<file path="config.mk">
export PLATFORM = sky130hd
export DESIGN_NAME = rename_map_table
export DESIGN_NICKNAME = d
export VERILOG_FILES = /design/src/rtl/rmap_pkg.sv /design/src/rtl/rmap_free_list.sv /design/src/rtl/rmap_table.sv /design/src/rtl/rename_map_table.sv
export SDC_FILE = /design/constraint.sdc
export NUM_CORES = 1
export LEC_CHECK = 0
export CAP_MARGIN = 15
export CORE_MARGIN = 4
export CORE_UTILIZATION = 30
export DETAILED_ROUTE_END_ITERATION = 8
export SYNTH_ARGS = -nofsm -noshare
export SYNTH_HDL_FRONTEND = slang
export SYNTH_SLANG_ARGS = --single-unit
</file>
<file path="constraint.sdc">
create_clock -name clk -period 4.4 [get_ports clk]
set_input_delay 0.88 -clock clk [delete_from_list [all_inputs] [get_ports clk]]
set_output_delay 0.88 -clock clk [all_outputs]
set_load 0.02 [all_outputs]
</file>
<file path="src/rtl/rmap_pkg.sv">
package rmap_pkg;
  // Source of the next value of one table slot.
  typedef enum logic [1:0] {
    WR_HOLD     = 2'd0,
    WR_RENAME   = 2'd1,
    WR_ROLLBACK = 2'd2
  } rmap_wr_e;

  function automatic bit rmap_is_pow2(input int n);
    return (n > 0) && ((n & (n - 1)) == 0);
  endfunction
endpackage

</file>
<file path="src/rtl/rmap_free_list.sv">
module rmap_free_list
  import rmap_pkg::*;
#(
  parameter int NUM_PHYS = 64,
  parameter int NUM_ARCH = 32,
  parameter int TAG_W    = 6,
  parameter int CNT_W    = 7
) (
  input  logic             clk,
  input  logic             rst_n,
  input  logic             pop,
  input  logic             push,
  input  logic [TAG_W-1:0] push_tag,
  output logic [TAG_W-1:0] head_tag,
  output logic [CNT_W-1:0] count,
  output logic             empty,
  output logic             full
);
  localparam int PTR_W     = TAG_W;
  localparam int NUM_FREE0 = NUM_PHYS - NUM_ARCH;

  logic [PTR_W-1:0] head_q, tail_q;
  logic [CNT_W-1:0] count_q;
  logic [TAG_W-1:0] slot [NUM_PHYS];
  logic             push_ok;

  assign empty   = (count_q == '0);
  assign full    = (count_q == CNT_W'(NUM_PHYS));
  assign push_ok = push && !full;

  for (genvar s = 0; s < NUM_PHYS; s++) begin : g_slot
    localparam logic [PTR_W-1:0] SLOT_ID = PTR_W'(s);
    localparam int INIT_TAG = (s < NUM_FREE0) ? (NUM_ARCH + s) : 0;
    logic [TAG_W-1:0] q;
    always_ff @(posedge clk or negedge rst_n) begin
      if (!rst_n)                         q <= TAG_W'(INIT_TAG);
      else if (push_ok && tail_q == SLOT_ID) q <= push_tag;
    end
    assign slot[s] = q;
  end

  always_ff @(posedge clk or negedge rst_n) begin
    if (!rst_n) begin
      head_q  <= '0;
      tail_q  <= PTR_W'(NUM_FREE0);
      count_q <= CNT_W'(NUM_FREE0);
    end else begin
      if (pop)     head_q <= head_q + 1'b1;
      if (push_ok) tail_q <= tail_q + 1'b1;
      case ({push_ok, pop})
        2'b10:   count_q <= count_q + 1'b1;
        2'b01:   count_q <= count_q - 1'b1;
        default: count_q <= count_q;
      endcase
    end
  end

  assign head_tag = slot[head_q];
  assign count    = count_q;
endmodule

</file>
<file path="src/rtl/rmap_table.sv">
module rmap_table
  import rmap_pkg::*;
#(
  parameter int NUM_ARCH = 32,
  parameter int ARCH_W   = 5,
  parameter int TAG_W    = 6,
  parameter int NUM_SRC  = 2
) (
  input  logic                      clk,
  input  logic                      rst_n,
  input  logic                      ren_we,
  input  logic [ARCH_W-1:0]         ren_idx,
  input  logic [TAG_W-1:0]          ren_tag,
  input  logic                      rb_we,
  input  logic [ARCH_W-1:0]         rb_idx,
  input  logic [TAG_W-1:0]          rb_tag,
  input  logic [ARCH_W-1:0]         dst_idx,
  output logic [TAG_W-1:0]          dst_tag,
  input  logic [NUM_SRC*ARCH_W-1:0] src_idx,
  output logic [NUM_SRC*TAG_W-1:0]  src_tag
);
  logic [TAG_W-1:0] tbl [NUM_ARCH];

  for (genvar e = 0; e < NUM_ARCH; e++) begin : g_ent
    localparam logic [ARCH_W-1:0] ENT_ID = ARCH_W'(e);
    logic [TAG_W-1:0] q;
    rmap_wr_e         sel;
    always_comb begin
      if (rb_we && rb_idx == ENT_ID)        sel = WR_ROLLBACK;
      else if (ren_we && ren_idx == ENT_ID) sel = WR_RENAME;
      else                                  sel = WR_HOLD;
    end
    always_ff @(posedge clk or negedge rst_n) begin
      if (!rst_n) q <= TAG_W'(e);
      else begin
        case (sel)
          WR_ROLLBACK: q <= rb_tag;
          WR_RENAME:   q <= ren_tag;
          default:     q <= q;
        endcase
      end
    end
    assign tbl[e] = q;
  end

  assign dst_tag = tbl[dst_idx];

  for (genvar s = 0; s < NUM_SRC; s++) begin : g_src
    assign src_tag[s*TAG_W +: TAG_W] = tbl[src_idx[s*ARCH_W +: ARCH_W]];
  end
endmodule

</file>
<file path="src/rtl/rename_map_table.sv">
module rename_map_table
  import rmap_pkg::*;
#(
  parameter int NUM_ARCH = 32,
  parameter int NUM_PHYS = 64,
  parameter int ZERO_IDX = 0,
  parameter int NUM_SRC  = 2,
  parameter int ARCH_W   = $clog2(NUM_ARCH),
  parameter int TAG_W    = $clog2(NUM_PHYS),
  parameter int CNT_W    = $clog2(NUM_PHYS + 1)
) (
  input  logic                      clk,
  input  logic                      rst_n,
  input  logic                      ren_valid,
  output logic                      ren_ready,
  input  logic [ARCH_W-1:0]         ren_arch,
  output logic [TAG_W-1:0]          ren_new_tag,
  output logic [TAG_W-1:0]          ren_old_tag,
  input  logic [NUM_SRC*ARCH_W-1:0] lk_arch,
  output logic [NUM_SRC*TAG_W-1:0]  lk_tag,
  input  logic                      set_valid,
  input  logic [ARCH_W-1:0]         set_arch,
  input  logic [TAG_W-1:0]          set_tag,
  input  logic                      free_valid,
  input  logic [TAG_W-1:0]          free_tag,
  output logic [CNT_W-1:0]          free_count
);
  localparam bit HAS_ZERO = (ZERO_IDX >= 0) && (ZERO_IDX < NUM_ARCH);
  localparam logic [ARCH_W-1:0] ZERO_A = HAS_ZERO ? ARCH_W'(ZERO_IDX) : '0;

  initial begin
    if (!rmap_is_pow2(NUM_ARCH) || !rmap_is_pow2(NUM_PHYS) || NUM_PHYS <= NUM_ARCH)
      $error("rename_map_table: sizes must be powers of two with NUM_PHYS > NUM_ARCH");
  end

  logic             ren_is_zero, set_is_zero;
  logic             alloc, rb_ok;
  logic             fl_empty, fl_full;
  logic [TAG_W-1:0] fl_head, cur_tag;

  assign ren_is_zero = HAS_ZERO && (ren_arch == ZERO_A);
  assign set_is_zero = HAS_ZERO && (set_arch == ZERO_A);
  assign ren_ready   = ren_is_zero || !fl_empty;
  assign alloc       = ren_valid && ren_ready && !ren_is_zero;
  assign rb_ok       = set_valid && !set_is_zero;

  assign ren_old_tag = cur_tag;
  assign ren_new_tag = ren_is_zero ? cur_tag : fl_head;

  rmap_free_list #(
    .NUM_PHYS(NUM_PHYS), .NUM_ARCH(NUM_ARCH), .TAG_W(TAG_W), .CNT_W(CNT_W)
  ) u_free (
    .clk(clk), .rst_n(rst_n),
    .pop(alloc), .push(free_valid), .push_tag(free_tag),
    .head_tag(fl_head), .count(free_count),
    .empty(fl_empty), .full(fl_full)
  );

  rmap_table #(
    .NUM_ARCH(NUM_ARCH), .ARCH_W(ARCH_W), .TAG_W(TAG_W), .NUM_SRC(NUM_SRC)
  ) u_tbl (
    .clk(clk), .rst_n(rst_n),
    .ren_we(alloc), .ren_idx(ren_arch), .ren_tag(fl_head),
    .rb_we(rb_ok), .rb_idx(set_arch), .rb_tag(set_tag),
    .dst_idx(ren_arch), .dst_tag(cur_tag),
    .src_idx(lk_arch), .src_tag(lk_tag)
  );

  logic unused_full;
  assign unused_full = fl_full;
endmodule

</file>
==> results.md <==
- Drt pass-1 iters: 6
- Most common cell in the netlist: dfrtp_1
- Share of the yosys chip area belonging to registers: 47.2%
- Layout Nets: 2524
- Num rows: 119
- Commonest cells post-synth: dfrtp_1, mux2_2, mux4_2, dfstp_2, a22oi_1
- Post-DR vias/cell: 5.88
- DIE AREA: 112000 sq um
- Htree depth: 3
- Pwr Density: 706 nW/um^2
- Fillers: 10300
- GR Overflow Total: 0
- Crit path required time: 3.52 ns
- GRT Overall Usage: 18.2%
- Fmax: 229 MHz
- Cell Count, Final, Fillers Out: 3923
- Synth area leaders: dfrtp_1, mux4_2, dfstp_2
- Fin Hold WS: 0.334 ns
- Mapped Nets: 2457
- Initial antenna violation count: 1
- Die Wd: 335 um
- Crit Path Max Fanout: 13
- Slowest CP cell: mux4_2
- CP peak stage delay: 0.55 ns
- HP Class: input pin to asynchronous set/reset pin
- Synthesized instance count: 2412
- Crit path kind: flop to output port
- Starting Density: 30.4%
- Hold Vio Cnt, Final: 0
- Placer Congestion: 0.975
- Most used DFF post-synth: dfrtp_1
- First-pass GRT wire length: 155000 um
- Sw Share: 37.6%
- HPWL after detailed placement: 71100 um
- Metal2 WL: 46400 um
- Ordered cell list for the critical path: buf_16, buf_4, mux4_2, a21oi_1, a22o_1, mux2_4, a21oi_1, dlygate4sd2_1
- CP Capture Type: output port
- Leakage Power: 15.1 nW
- FF-to-FF setup slack: 1.12 ns
- Reg area: 15100 sq um
- Max-slew violation count: 0
- Startpoint Class: flop
- Synth Area per Inst: 13.3 sq um
- Max Cap Viol: 0
- Final wirelength: 104000 um
- Post-Syn Area: 32100 sq um
- Largest net degree at the start of global routing: 103
- Average wire per standard cell: 26.4 um
- Fin crit share: 99.2%
- Clock Skew: 0.0267 ns
- CTS Sinks: 595
- Pint: 16.4 mW
- Setup tns final: 0 ns
- Multi-input gate area: 16200 sq um
- Logic pwr share: 39.1%
- Unique masters post-synth: 54
- P_sw: 9.89 mW
- Layout cells sized above 1: 43.4%
- Clock Root Buffer: clkbuf_16
- Met3 WL: 10000 um
- Post-DRT Antenna Nets: 0
- N_diodes: 0
- Seq cells post-synth: 595
- Status: finished clean
- Top routing layer in use: met4
- CTS tree: built
- Post-Route M1 WL: 43200 um
- Sequential Power Share: 39.2%
- Num ports: 69
- IO Port Bufs: 68
- Slack of the critical path: 0.0368 ns
- Setup WS pre-CTS: 0.255 ns
- Synth top area share: 31.3%
- Arr. time, crit path: 3.48 ns
- Post-synth EDFFs: 0
- Worst-Skew Late Latency: 0.63 ns
- Via Count: 23100
- CTS Buf Count: 66
- # setup viols final: 0
- RSZ-0062 raised after global routing: false
- Post-route DRC violation count: 0
- DR iter-0 viols: 2701
- Clk pwr share: 21.7%
- Worst-margin pin slew: 1.19 ns
- Top cell by count, worst path: a21oi_1
- P&R area growth vs syn: 16.2%
- Hold-fix buffers at CTS: 0
- DP Cell Count: 3796
- YS warnings: 0
- Vias in the first global route: 22800
- Core footprint: 106000 sq um
- Die Y-Extent: 335 um
- Period minus WS final: 4.36 ns
- Final core occ: 35.3%
- Clk slew on worst S/H paths: 0.06 ns
- Worst reg2reg path depth: 12
- Async SR Flop Fraction: 100%
- Maximum VDD drop: 0.000358 V
- Largest area contributor in the netlist: dfrtp_1
- Max Buffers Root-to-Sink: 3
- Worst slew margin: 20.9%
placed cells by master (no fill, tap or decap), types with 15 or more instances in the layout:
master / Yosys / routed
a221oi_1: 21 / 20
dfstp_2: 194 / 194
clkdlybuf4s50_1: 0 / 48
nor2_1: 132 / 132
o21ai_0: 141 / 141
nand2_1: 94 / 94
a21oi_1: 41 / 37
nor3_1: 22 / 22
a22oi_1: 173 / 173
buf_4: 5 / 98
dfrtp_1: 401 / 397
nand3_1: 20 / 19
clkbuf_8: 0 / 15
o221ai_1: 70 / 70
clkbuf_1: 132 / 18
mux2i_1: 108 / 108
buf_12: 0 / 22
mux4_2: 231 / 231
mux2_2: 394 / 392
clkbuf_16: 0 / 67
metrics by stage:
stage,total power [mW],cell area [sq um]
2_1_floorplan,15.9,32100
3_3_place_gp,20.1,34800
3_5_place_dp,20.2,34800
4_1_cts,26.1,37200
5_1_grt,27.4,37300
6_report,26.3,37300
what timing repair did:
item / CTS / global route
pin swaps: 0 / 1
gates resized for setup: 21 / 15
buffers inserted: 0 / 4
cloned: 1 / 1
endpoints found under the setup margin: 6 / 6
logic make-up after synthesis:
| group | synth area share (%) |
|---|---|
| fa+ha+maj | 0.312 |
| xor+xnor | 0.573 |
| mux | 33.9 |
| buf+inv | 2.65 |
| flops | 47.2 |
| compound gates | 10.6 |
| simple gates | 4.83 |
critical path, delay by kind of cell (launching register included):
kind | cells | cell delay, ns
AO/OA/AOI/OAI | 3 | 0.81
buffers and inverters | 3 | 0.75
flip-flops | 1 | 0.50
multiplexers | 2 | 0.78
final cells by class:
cell class                      count  share of cell area [%]
Multi-Input combinational cell   1615                    43.4
Clock inverter                     22                   0.819
Timing Repair Buffer              194                    5.20
Sequential cell                   595                    40.6
Inverter                            7                  0.0705
Tap cell                         1391                    4.67
Clock buffer                       99                    5.17
final timing paths:
kind	start	endpoint
max	u_free.head_q[0]	ren_new_tag[3]
min	rst_n	u_tbl.g_ent[13].q[5]
max reg2reg	u_free.count[0]	u_free.count[6]
min reg2reg	u_tbl.g_ent[0].q[2]	u_tbl.g_ent[0].q[2]
max in group asynchronous	rst_n	u_free.g_slot[17].q[0]
min in group clk	u_tbl.g_ent[0].q[2]	u_tbl.g_ent[0].q[2]
power groups by stage:
stage          clock [mW]  sequential, mW  combinational (mW)
6_report             5.71            10.3                10.3
3_3_place_gp            0            10.2                9.89
4_1_cts              5.81            10.2                10.1
5_1_grt              6.05            10.5                10.9
2_1_floorplan           0            9.13                6.77
3_5_place_dp            0            10.2                9.96
flip-flops by register name, indices dropped and copies added (netlist names):
register         count
u_free.count         7
u_free.g_slot.q    384
u_free.head_q        6
u_free.tail_q        6
u_tbl.g_ent.q      192
per-layer routing:
metal	global-route usage (%)	up-vias
met5	0	-
met4	6.78	0
met3	4.61	229
met2	27.8	1220
met1	25.0	12000
li1	-	9571
Note: power is estimated with default switching activity, not from simulation.
